`config.mk`:
```
export PLATFORM = sky130hd
export DESIGN_NAME = pad_gen
export DESIGN_NICKNAME = d
export VERILOG_FILES = /design/src/rtl/padgen_pkg.sv /design/src/rtl/pad_plan.sv /design/src/rtl/pad_lanes.sv /design/src/rtl/pad_gen.sv
export SDC_FILE = /design/constraint.sdc
export NUM_CORES = 1
export LEC_CHECK = 0
export BUFFER_PORTS_ARGS = -buffer_cell sky130_fd_sc_hd__buf_2
export CAP_MARGIN = 20
export CELL_PAD_IN_SITES_DETAIL_PLACEMENT = 0
export CELL_PAD_IN_SITES_GLOBAL_PLACEMENT = 1
export CORE_ASPECT_RATIO = 0.7
export CORE_UTILIZATION = 42
export DETAILED_ROUTE_END_ITERATION = 16
export PLACE_DENSITY = 0.89
export SLEW_MARGIN = 20
export SYNTH_ARGS = -nofsm -noshare
export SYNTH_HDL_FRONTEND = slang
export SYNTH_SLANG_ARGS = --single-unit
```
`constraint.sdc`:
```
create_clock -name clk -period 11 [get_ports clk]
set_input_delay 2.2 -clock clk [delete_from_list [all_inputs] [get_ports clk]]
set_output_delay 2.2 -clock clk [all_outputs]
set_load 0.05 [all_outputs]
```
`src/rtl/padgen_pkg.sv`:
```
package padgen_pkg;

   typedef enum logic [1:0] {
      PAD_ZERO  = 2'b00,
      PAD_PKCS  = 2'b01,
      PAD_IPSEC = 2'b10,
      PAD_FIXED = 2'b11
   } pad_mode_e;

   typedef struct packed {
      logic [7:0] nxt_hdr;
      logic [7:0] fill_chr;
      pad_mode_e  mode;
   } pad_ctrl_t;

   localparam int CTRL_W = $bits(pad_ctrl_t);

endpackage

```
`src/rtl/pad_plan.sv`:
```
module pad_plan
   import padgen_pkg::*;
#(
   parameter int BLK_BYTES = 8,
   localparam int RW = $clog2(BLK_BYTES),
   localparam int LW = RW + 2
) (
   input  logic [RW-1:0] tail,
   input  pad_mode_e     mode,
   output logic [1:0]    n_blks,
   output logic [LW-1:0] pad_len,
   output logic [1:0]    extra_cnt
);

   localparam logic [LW-1:0] BLK_L  = LW'(BLK_BYTES);
   localparam logic [RW-1:0] TOP_TL = RW'(BLK_BYTES - 1);

   logic          partial;
   logic [LW-1:0] room;

   assign partial = |tail;
   assign room    = BLK_L - LW'(tail);

   always_comb begin
      n_blks  = 2'd1;
      pad_len = room;
      unique case (mode)
         PAD_ZERO, PAD_FIXED: begin
            n_blks  = partial ? 2'd1 : 2'd0;
            pad_len = partial ? room : '0;
         end
         PAD_PKCS: begin
            n_blks  = 2'd1;
            pad_len = room;
         end
         PAD_IPSEC: begin
            if (!partial) begin
               n_blks  = 2'd1;
               pad_len = BLK_L;
            end else if (tail == TOP_TL) begin
               n_blks  = 2'd2;
               pad_len = room + BLK_L;
            end else begin
               n_blks  = 2'd1;
               pad_len = room;
            end
         end
         default: ;
      endcase
   end

   assign extra_cnt = n_blks - {1'b0, partial};

endmodule

```
`src/rtl/pad_lanes.sv`:
```
module pad_lanes
   import padgen_pkg::*;
#(
   parameter int BLK_BYTES = 8,
   localparam int RW = $clog2(BLK_BYTES),
   localparam int LW = RW + 2,
   localparam int DW = 8 * BLK_BYTES
) (
   input  logic                 blk_idx,
   input  logic [RW-1:0]        tail,
   input  pad_ctrl_t            ctrl,
   input  logic [LW-1:0]        pad_len,
   output logic [DW-1:0]        data,
   output logic [BLK_BYTES-1:0] mask
);

   logic [LW-1:0] inc_cnt;
   assign inc_cnt = pad_len - LW'(2);

   for (genvar g = 0; g < BLK_BYTES; g++) begin : g_lane
      logic [LW-1:0] pos;
      logic [LW-1:0] rel;
      logic [7:0]    val;

      assign pos = LW'({blk_idx, RW'(g)});
      assign rel = pos - LW'(tail);

      always_comb begin
         unique case (ctrl.mode)
            PAD_ZERO:  val = 8'h00;
            PAD_FIXED: val = ctrl.fill_chr;
            PAD_PKCS:  val = 8'(pad_len);
            PAD_IPSEC: begin
               if (rel < inc_cnt)       val = 8'(rel + LW'(1));
               else if (rel == inc_cnt) val = 8'(inc_cnt);
               else                     val = ctrl.nxt_hdr;
            end
            default:   val = 8'h00;
         endcase
      end

      assign mask[g]          = (pos >= LW'(tail));
      assign data[8*g +: 8]   = mask[g] ? val : 8'h00;
   end

endmodule

```
`src/rtl/pad_gen.sv`:
```
module pad_gen
   import padgen_pkg::*;
#(
   parameter int BLK_BYTES = 8,
   localparam int RW = $clog2(BLK_BYTES),
   localparam int LW = RW + 2,
   localparam int DW = 8 * BLK_BYTES
) (
   input  logic                 clk,
   input  logic                 rst_n,
   input  logic                 start,
   input  logic [RW-1:0]        tail_cnt,
   input  logic [17:0]          ctrl_word,
   output logic                 busy,
   output logic                 blk_valid,
   output logic [DW-1:0]        blk_data,
   output logic [BLK_BYTES-1:0] blk_mask,
   output logic                 blk_last,
   output logic                 stat_valid,
   output logic [LW-1:0]        stat_pad_len,
   output logic [1:0]           stat_extra_blks
);

   if (BLK_BYTES < 4 || BLK_BYTES > 32 || (BLK_BYTES & (BLK_BYTES - 1)) != 0) begin : g_bad_blk
      $error("pad_gen: BLK_BYTES must be a power of two from 4 to 32");
   end
   if (CTRL_W != 18) begin : g_bad_ctrl
      $error("pad_gen: control word layout must be 18 bits");
   end

   typedef enum logic [1:0] {ST_IDLE, ST_EMIT, ST_STAT} seq_e;

   seq_e          st_q;
   logic [RW-1:0] tail_q;
   pad_ctrl_t     ctrl_q;
   pad_ctrl_t     ctrl_in;
   logic          idx_q;

   logic          idle;
   logic [RW-1:0] plan_tail;
   pad_mode_e     plan_mode;
   logic [1:0]    n_blks;
   logic [LW-1:0] pad_len;
   logic [1:0]    extra_cnt;
   logic          last_blk;
   logic [DW-1:0] lane_data;
   logic [BLK_BYTES-1:0] lane_mask;

   assign ctrl_in   = pad_ctrl_t'(ctrl_word);
   assign idle      = (st_q == ST_IDLE);
   assign plan_tail = idle ? tail_cnt : tail_q;
   assign plan_mode = idle ? ctrl_in.mode : ctrl_q.mode;

   pad_plan #(.BLK_BYTES(BLK_BYTES)) u_plan (
      .tail      (plan_tail),
      .mode      (plan_mode),
      .n_blks    (n_blks),
      .pad_len   (pad_len),
      .extra_cnt (extra_cnt)
   );

   pad_lanes #(.BLK_BYTES(BLK_BYTES)) u_lanes (
      .blk_idx (idx_q),
      .tail    (tail_q),
      .ctrl    (ctrl_q),
      .pad_len (pad_len),
      .data    (lane_data),
      .mask    (lane_mask)
   );

   assign last_blk = ({1'b0, idx_q} == (n_blks - 2'd1));

   always_ff @(posedge clk) begin
      if (!rst_n) begin
         st_q   <= ST_IDLE;
         tail_q <= '0;
         ctrl_q <= '0;
         idx_q  <= 1'b0;
      end else begin
         unique case (st_q)
            ST_IDLE: begin
               if (start) begin
                  tail_q <= tail_cnt;
                  ctrl_q <= ctrl_in;
                  idx_q  <= 1'b0;
                  st_q   <= (n_blks != 2'd0) ? ST_EMIT : ST_STAT;
               end
            end
            ST_EMIT: begin
               if (last_blk) st_q  <= ST_STAT;
               else          idx_q <= 1'b1;
            end
            ST_STAT: st_q <= ST_IDLE;
            default: st_q <= ST_IDLE;
         endcase
      end
   end

   assign busy            = !idle;
   assign blk_valid       = (st_q == ST_EMIT);
   assign blk_last        = blk_valid && last_blk;
   assign blk_data        = blk_valid ? lane_data : '0;
   assign blk_mask        = blk_valid ? lane_mask : '0;
   assign stat_valid      = (st_q == ST_STAT);
   assign stat_pad_len    = stat_valid ? pad_len : '0;
   assign stat_extra_blks = stat_valid ? extra_cnt : 2'd0;


   mask_top_chk: assert property (@(posedge clk) disable iff (!rst_n)
      blk_valid |-> blk_mask[BLK_BYTES-1]);


   later_full_chk: assert property (@(posedge clk) disable iff (!rst_n)
      (blk_valid && $past(blk_valid)) |-> (&blk_mask));


   stat_after_chk: assert property (@(posedge clk) disable iff (!rst_n)
      stat_valid |-> ($past(blk_last) || $past(start && !busy)));


   extra_len_chk: assert property (@(posedge clk) disable iff (!rst_n)
      (stat_valid && stat_extra_blks != 2'd0) |-> (stat_pad_len >= LW'(BLK_BYTES)));


   busy_hold_chk: assert property (@(posedge clk) disable iff (!rst_n)
      (busy && !stat_valid) |=> busy);

endmodule

```
# Word-level counts from Yosys, hierarchy flattened
# Index checks and enable logic that the tools add are counted.
[op_classes]
n_lt_le_gt_ge = 16
n_eq_ne = 21
reduce_logical = 12
addsub = 21
n_mux = 53
[ops]
columns = ["cell", "n"]
rows = [
  ["$pmux 8 s4", 8],
  ["$mux 8", 25],
  ["$mux 64", 1],
  ["$add 5x1->6 const B", 8],
  ["$eq 5x5->1", 8],
  ["$lt 5x5->1", 8],
  ["$sub 4x3->5", 8],
  ["$ge 4x3->1", 8],
  ["$mux 5", 4],
  ["$pmux 5 s3", 1],
  ["$mux 2", 7],
  ["$eq 2x2->1 const B", 5],
  ["$eq 2x1->1 const B", 3],
  ["$logic_not 2->1", 3],
  ["$pmux 2 s3", 1],
  ["$add 5x4->5 const B", 1],
  ["$sub 4x3->5 const A", 1],
  ["$sub 5x2->5 const B", 1],
  ["$ne 2x2->1 const B", 2],
  ["$pmux 2 s2", 1],
  ["$reduce_and 2->1", 2],
  ["$reduce_bool 2->1", 2],
  ["$eq 3x3->1 const B", 1],
  ["$mux 1", 3],
  ["other kinds (11)", 11],
]
[totals]
wordCells = 129
output_inout_bits = 83
reg_bits = 24

# Depth between registers and ports, before layout
# Gate-level depths: netlist (run 1).
[depth]
word_depth = 14
ltp_mapped = 19
depth_no_buf = 17

# Modules after synthesis
# A second synthesis (run 1) with hierarchy kept.
[unflattened]
hier_cells = 786
area_unflattened_um2 = 5368.9
[by_module_without_submodules]
columns = ["module", "area_per_inst_um2", "cells_per_inst", "instances"]
rows = [
  ["pad_lanes", 3558.4, 548, 1],
  ["pad_gen", 1559.0, 205, 1],
  ["pad_plan", 251.5, 33, 1],
]

# Worst setup path after synthesis (run 1)
# Ideal clock, no wire load.
[synth_timing]
path_kind = "input to output"
from = "input port tail_cnt[0]"
to = "output port blk_data[28]"
stages = 14
arrival_time_ns = 6.748
setup_slack_ns = 2.052
cell_sequence = "or4_4 o31ai_4 ha_1 inv_1 mux2_2 a31oi_4 xor2_2 ha_1 nor2b_1 a221oi_1 nor2_1 a21oi_1 nor3_1 o32ai_1"
[synth_between]
elab_chain_cells = 13
elab_cells_between_ends = 17
[synth_lines]
columns = ["item", "line", "text"]
rows = [
  ["start, declared", "pad_gen.sv:12", "input logic [RW-1:0] tail_cnt,"],
  ["$mux 3 *", "pad_gen.sv:51", "assign plan_tail = idle ? tail_cnt : tail_q;"],
  ["$sub 4x3->5", "pad_plan.sv:22", "assign room = BLK_L - LW'(tail);"],
  ["$add 5x4->5", "pad_plan.sv:42", "pad_len = room + BLK_L;"],
  ["$mux 5", "pad_plan.sv:40", "end else if (tail == TOP_TL) begin"],
  ["$mux 5", "pad_plan.sv:37", "if (!partial) begin"],
  ["$pmux 5 s3 *", "pad_plan.sv:27", "unique case (mode)"],
  ["branches (longest 4 deep; another with $sub 5x2->5)", "n/a", ""],
  ["$pmux 8 s4 *", "pad_lanes.sv:29", "unique case (ctrl.mode)"],
  ["$mux 8 *", "pad_lanes.sv:43", "assign data[8*g +: 8] = mask[g] ? val : 8'h00;"],
  ["$mux 64 *", "pad_gen.sv:102", "assign blk_data = blk_valid ? lane_data : '0;"],
  ["end, declared", "pad_gen.sv:16", "output logic [DW-1:0] blk_data,"],
]
# Mark *: on every way between the ends.

# Final worst setup path (run 1)
# Ends and elaborated chain as after synthesis.

==> results of run 1 <==
routing by layer:
layer  GRT usage  share of wire  routed length (um)
met1       0.476           0.45                8580
met2       0.471           0.39                7410
met3      0.0940           0.14                2570
met4      0.0716          0.023                 442
met5           0              0                   0
how the worst max path moves through the flow:
stage / from / end / slack, ns / depth (start not counted)
after detailed placement: tail_cnt[0] / blk_data[28] / 1.87 / 16
after CTS: tail_cnt[0] / blk_data[28] / 1.85 / 16
final: tail_cnt[0] / blk_data[28] / 1.72 / 16
after global placement: tail_cnt[0] / blk_data[20] / 1.98 / 15
after floorplan: tail_cnt[0] / blk_data[28] / 2.05 / 14
after global routing: tail_cnt[0] / blk_data[28] / 1.47 / 16
cell families (layout without fill, tap and decap cells):
group | count (synthesis) | after routing
adders and majority gates | 52 | 52
muxes | 18 | 18
AOI/OAI and AO/OA | 231 | 231
DFF | 24 | 24
buffers and inverters | 80 | 151
and+or+nand+nor | 274 | 274
xor gates and xnor gates | 27 | 27
critical path, cell delays in order:
cell	delay (ns)
buf_2	0.13
or4_4	0.54
o31ai_4	0.09
ha_1	0.29
inv_1	0.08
mux2_2	0.29
a31oi_4	0.37
xor2_2	0.84
ha_1	0.42
nor2b_1	0.17
a221oi_1	0.49
nor2_1	0.19
a21oi_1	0.25
nor3_1	0.07
o32ai_1	0.32
buf_2	0.32
state kept, by name, summed over array words and instances (netlist names):
signal  cells
st_q        2
idx_q       1
ctrl_q     18
tail_q      3
per-stage QoR:
step	hold WS [ns]	cell area [um^2]	setup WS (ns)	instances	util
after floorplan	0.432	4640	2.05	706	-
after global placement	0.445	5210	1.98	921	0.494
after global routing	0.479	5320	1.47	925	0.504
after CTS	0.457	5320	1.85	925	0.504
after detailed placement	0.447	5210	1.87	921	0.494
final	0.458	5320	1.72	925	0.504
layout make-up:
cell class                      count  area, um^2  area share
Timing Repair Buffer              109         553       0.104
Tap cell                          148         185      0.0348
Sequential cell                    24         480      0.0904
Clock buffer                        3        75.1      0.0141
Multi-Input combinational cell    602        3850       0.724
Inverter                           38         143      0.0268
Clock inverter                      1        30.0     0.00565
cell usage in the layout, fill, tap and decap left out, types with 6 or more instances in the layout:
master,netlist,layout
nand4_1,8,8
nor2b_1,9,8
a21oi_1,100,100
o21ai_0,35,35
dfxtp_1,24,24
o211ai_1,13,13
a21o_1,7,7
ha_1,52,52
nand2_1,126,126
mux2i_1,11,11
xor2_1,8,8
buf_2,3,106
o21a_1,13,13
nand3_1,32,32
o2111ai_1,6,6
inv_1,36,36
a31oi_1,11,11
o221ai_1,9,9
nor2_1,45,45
xnor2_1,18,18
and2_1,10,10
nor3_1,14,14
==> qor.csv, run 1 <==
metric,value,unit
Setup CP Type,input pin to output port,
num ports,107,
number of synthesized register bits,24,
mux share of post-synthesis cell area,0.0418,
unrepaired setup endpoints after global routing,no,
Synth top area share,0.140,
reg-to-reg startpoint,tail_q[2]$_SDFFE_PN0P_,
Root Buffer,clkbuf_16,
CTS tree,done,
commonest cells in the netlist,"126 x nand2_1, 100 x a21oi_1, 52 x ha_1",
placed wire-length estimate,13.9,mm
# H-tree levels,1,
"Reg clk slew, reported paths",0.06,ns
Post-synth top flop,dfxtp_1,
cts repair resizes,0,
post-synthesis cell area,4640,um^2
largest family of logic cells by synthesized area,compound AO/OA/AOI/OAI gates,
Routed Wire Length,19.0,mm
Syn Nets,782,
"Max FO, Critical Path",16,
Synth async-reset ratio,0,
max-cap violation count,0,
clock sinks,24,
Least-Margin Pin Slew,1.04,ns
Final Hold Violating Endpoints,0,
1st-iter DRT viols,524,
Worst Hold End,ctrl_q[16]$_SDFFE_PN0P_,
Final nets,854,
ant diodes,0,
first-pass GRT wire length,29.1,mm
first-pass detailed-route iteration total,5,
R2R Path End,st_q[1]$_SDFFE_PN0P_,
"reg-to-reg slack, setup",8.22,ns
slew margin rel.,0.307,
Placer Congestion,0.993,
fin crit share,0.843,
vias in the first global route,5192,
hold depth,2,
Worst Hold Class,register to register,
layout cell share with drive strength beyond 1,0.172,
Site Rows,31,
fill cell count,1108,
post-synthesis compound-gate area fraction,0.318,
xor and xnor area share after synthesis,0.0526,
vias,5686,
All-Layer GR Usage,0.327,
most common cell in the netlist,nand2_1,
grt total ovfl,0,
CTS Hold Buffers Added,0,
"Distinct cells, synth",67,
status,"complete, no violations",
Max Buffers Root-to-Sink,2,
pin count of the biggest net entering global routing,39,
post-synthesis sequential area ratio,0.104,
Starting Density,0.439,
worst skew pair latency,0.26,ns
Die Wd,128,um
# setup viols final,0,
syn avg cell area,6.57,um^2
DR vias/cell,6.15,
core area,10600,um^2
Period minus WS final,9.28,ns
number of synthesized flops with an enable pin,0,
worst clock skew,0.00324,ns
DRT antenna net count,0,
Port-buffer cells,106,
drt drc,0,
Worst Path Arrival,7.08,ns
Num CTS Buffers,3,
Final Max Tran Viols,0,
startpoint types,input pin,
Fmax,0.108,GHz
Yosys warnings,0,
post-synth top area cell,ha_1,
die area,11500,um^2
initial antenna violation count,0,
worst endpoint required time,8.80,ns
Sum Neg Setup Slack,0,ns
Layout area overhead,14.7,%
adder-cell share of the synthesized area,0.140,
Simple-Gate Fraction of Synth Area,0.277,
CP endpoint kind,output port,
R2R depth,8,
post-CTS setup buffers,0,
drt wl/cell,20.5,um
die height,89.9,um
Mapped Cells,706,
min-delay src,ctrl_q[16]$_SDFFE_PN0P_,
Synth area leaders,"ha_1 14%, a21oi_1 11%, dfxtp_1 10%",
Power of run 1 is not shown: default switching activity piles up to over one toggle a cycle in this logic, so the estimate is an artifact.
==> run 2, diff against run 1 <==
--- a/config.mk
+++ b/config.mk
@@ -5,14 +5,15 @@
 export SDC_FILE = /design/constraint.sdc
 export NUM_CORES = 1
 export LEC_CHECK = 0
+export ABC_AREA = 1
 export BUFFER_PORTS_ARGS = -buffer_cell sky130_fd_sc_hd__buf_2
 export CAP_MARGIN = 20
 export CELL_PAD_IN_SITES_DETAIL_PLACEMENT = 0
 export CELL_PAD_IN_SITES_GLOBAL_PLACEMENT = 1
 export CORE_ASPECT_RATIO = 0.7
-export CORE_UTILIZATION = 42
+export CORE_UTILIZATION = 38
 export DETAILED_ROUTE_END_ITERATION = 16
-export PLACE_DENSITY = 0.89
+export PLACE_DENSITY = 0.84
 export SLEW_MARGIN = 20
 export SYNTH_ARGS = -nofsm -noshare
 export SYNTH_HDL_FRONTEND = slang
==> constraint.sdc (replaced) <==
create_clock -name clk -period 9.11 [get_ports clk]
set_input_delay 1.822 -clock clk [delete_from_list [all_inputs] [get_ports clk]]
set_output_delay 1.822 -clock clk [all_outputs]
set_load 0.05 [all_outputs]
==> qor.csv, run 2 <==
metric,value,unit
clock sinks,24,
startpoint types,input pin,
Worst Path Arrival,6.09,ns
Die Wd,131,um
Worst path slowest cell,a221oi_1,
pin count of the biggest net entering global routing,39,
Synth async-reset ratio,0,
Largest Register,ctrl_q,
fill cell count,1225,
Least-Margin Pin Slew,1.20,ns
vias,5873,
worst clock skew,0.00296,ns
Largest regs,"ctrl_q (18), tail_q (3), st_q (2)",
max-cap violation count,0,
grt total ovfl,0,
Setup CP Type,input pin to output port,
"commonest non-fill, non-tap cell in the layout",nand2_1,
drt wl/cell,20.9,um
vias in the first global route,5381,
CP endpoint kind,output port,
Num CTS Buffers,3,
1st-iter DRT viols,722,
status,"complete, no violations",
worst endpoint required time,7.29,ns
most common cell in the netlist,nand2_1,
area occupied by multi-input gates,3440,um^2
core area,11200,um^2
cts repair resizes,0,
Sum Neg Setup Slack,0,ns
num ports,107,
Worst Hold Class,register to register,
Fmax,0.126,GHz
"slowest stage delay, CP",0.62,ns
drt drc,0,
Period minus WS final,7.91,ns
Final Max Tran Viols,0,
die area,12200,um^2
Final Hold Violating Endpoints,0,
Post-synth top flop,dfxtp_1,
"Reg clk slew, reported paths",0.07,ns
Yosys warnings,0,
layout cell share with drive strength beyond 1,0.175,
CTS Hold Buffers Added,0,
Placer Congestion,0.989,
Routed Wire Length,20.7,mm
Site Rows,32,
placed wire-length estimate,15.2,mm
commonest cells in the netlist,"128 x nand2_1, 113 x a21oi_1, 100 x inv_1",
post-synthesis sequential area ratio,0.108,
All-Layer GR Usage,0.338,
crit path cell chain,buf_2 -> inv_1 -> nand2_1 -> nand2_1 -> nand2_4 -> inv_1 -> ha_1 -> a21oi_1 -> nand4_1 -> nand2_1 -> xor2_1 -> inv_1 -> ha_1 -> nand2_1 -> inv_1 -> a221oi_1 -> clkinv_1 -> o211ai_1 -> o211ai_1 -> a21oi_1 -> buf_2,
number of synthesized flops with an enable pin,0,
slew margin rel.,0.194,
CTS tree,done,
die height,92.6,um
first-pass GRT wire length,31.3,mm
unrepaired setup endpoints after global routing,no,
"Max FO, Critical Path",13,
worst skew pair latency,0.27,ns
# setup viols final,0,
post-CTS setup buffers,0,
Mapped Cells,749,
DR vias/cell,5.92,
first-pass detailed-route iteration total,5,
fin crit share,0.868,
"commonest cells after routing, fill and taps aside","128 x nand2_1, 113 x a21oi_1, 106 x buf_2",
Port-buffer cells,106,
Max Buffers Root-to-Sink,2,
DRT antenna net count,0,
post-synth top area cell,ha_1,
ant diodes,0,
register area,480,um^2
"Distinct cells, synth",45,
max reg flops,18,
syn avg cell area,5.95,um^2
Syn Nets,825,
Synth area leaders,"ha_1 15%, a21oi_1 13%, dfxtp_1 11%",
Layout area overhead,16.5,%
Root Buffer,clkbuf_16,
number of synthesized register bits,24,
post-synthesis cell area,4450,um^2
Final nets,916,
Starting Density,0.397,
# H-tree levels,1,
initial antenna violation count,0,
Synth top area share,0.146,
## run 2: cell count changes after synthesis, sizes merged, moves of 10 or more
cell    before  now
and2        10    0
inv         36  108
nand3       33   54
xnor2       18    2
o21ai       37   72
clkbuf      36   17
nand2      126  140
nor2        47   73
o21a        13    0
a21oi      101  113
mux2i       13    0
## run 2: cell families (layout without fill, tap and decap cells)
group / after synthesis / count (layout) / share of synthesized area
AND/OR/NAND/NOR: 286 / 286 / 0.296
AO/OA/AOI/OAI: 235 / 235 / 0.299
buffers and inverters: 136 / 226 / 0.120
adder cells (fa/ha/maj): 52 / 52 / 0.146
flip-flops: 24 / 24 / 0.108
XOR/XNOR: 16 / 16 / 0.0315
## run 2: worst max-delay path: cells and delay by family
kind | cells | cell delay [ns]
compound gates | 5 | 1.32
xor+xnor | 1 | 0.31
simple gates | 6 | 0.67
fa+ha+maj | 2 | 0.63
buf+inv | 7 | 1.31
## run 2: through the flow
stage	setup WS [ns]	utilization	hold WS (ns)	instance area, um^2	std cells
after global routing	0.840	0.463	0.510	5190	992
after floorplan	1.69	-	0.430	4450	749
after detailed placement	1.33	0.455	0.459	5100	988
final	1.20	0.463	0.476	5190	992
after global placement	1.54	0.455	0.450	5100	988
after CTS	1.29	0.463	0.471	5190	992
## run 2: cell type report
type                    instances  share of cell area
clock buffers                   4              0.0171
inverters                     112              0.0820
multi-input cells             589               0.663
flip-flops and latches         24              0.0926
well taps                     153              0.0369
repair buffers                110               0.108
## run 2: routing by layer
layer	part of all wire	up-vias	global-route usage
li1	-	2727	-
met2	0.40	371	0.491
met4	0.027	0	0.105
met1	0.45	2732	0.476
met5	0	-	0
met3	0.12	43	0.0936
## run 2: path summary, 6_finish.rpt
kind | start | to | slack [ns] | cells after the start
max reg2reg | tail_q[0]$_SDFFE_PN0P_ | st_q[1]$_SDFFE_PN0P_ | 5.84 | 14
max | tail_cnt[1] | blk_data[1] | 1.20 | 21
min | ctrl_q[17]$_SDFFE_PN0P_ | ctrl_q[17]$_SDFFE_PN0P_ | 0.48 | 2
min reg2reg | ctrl_q[17]$_SDFFE_PN0P_ | ctrl_q[17]$_SDFFE_PN0P_ | 0.48 | 2
Power of run 2 is left out for the same reason.
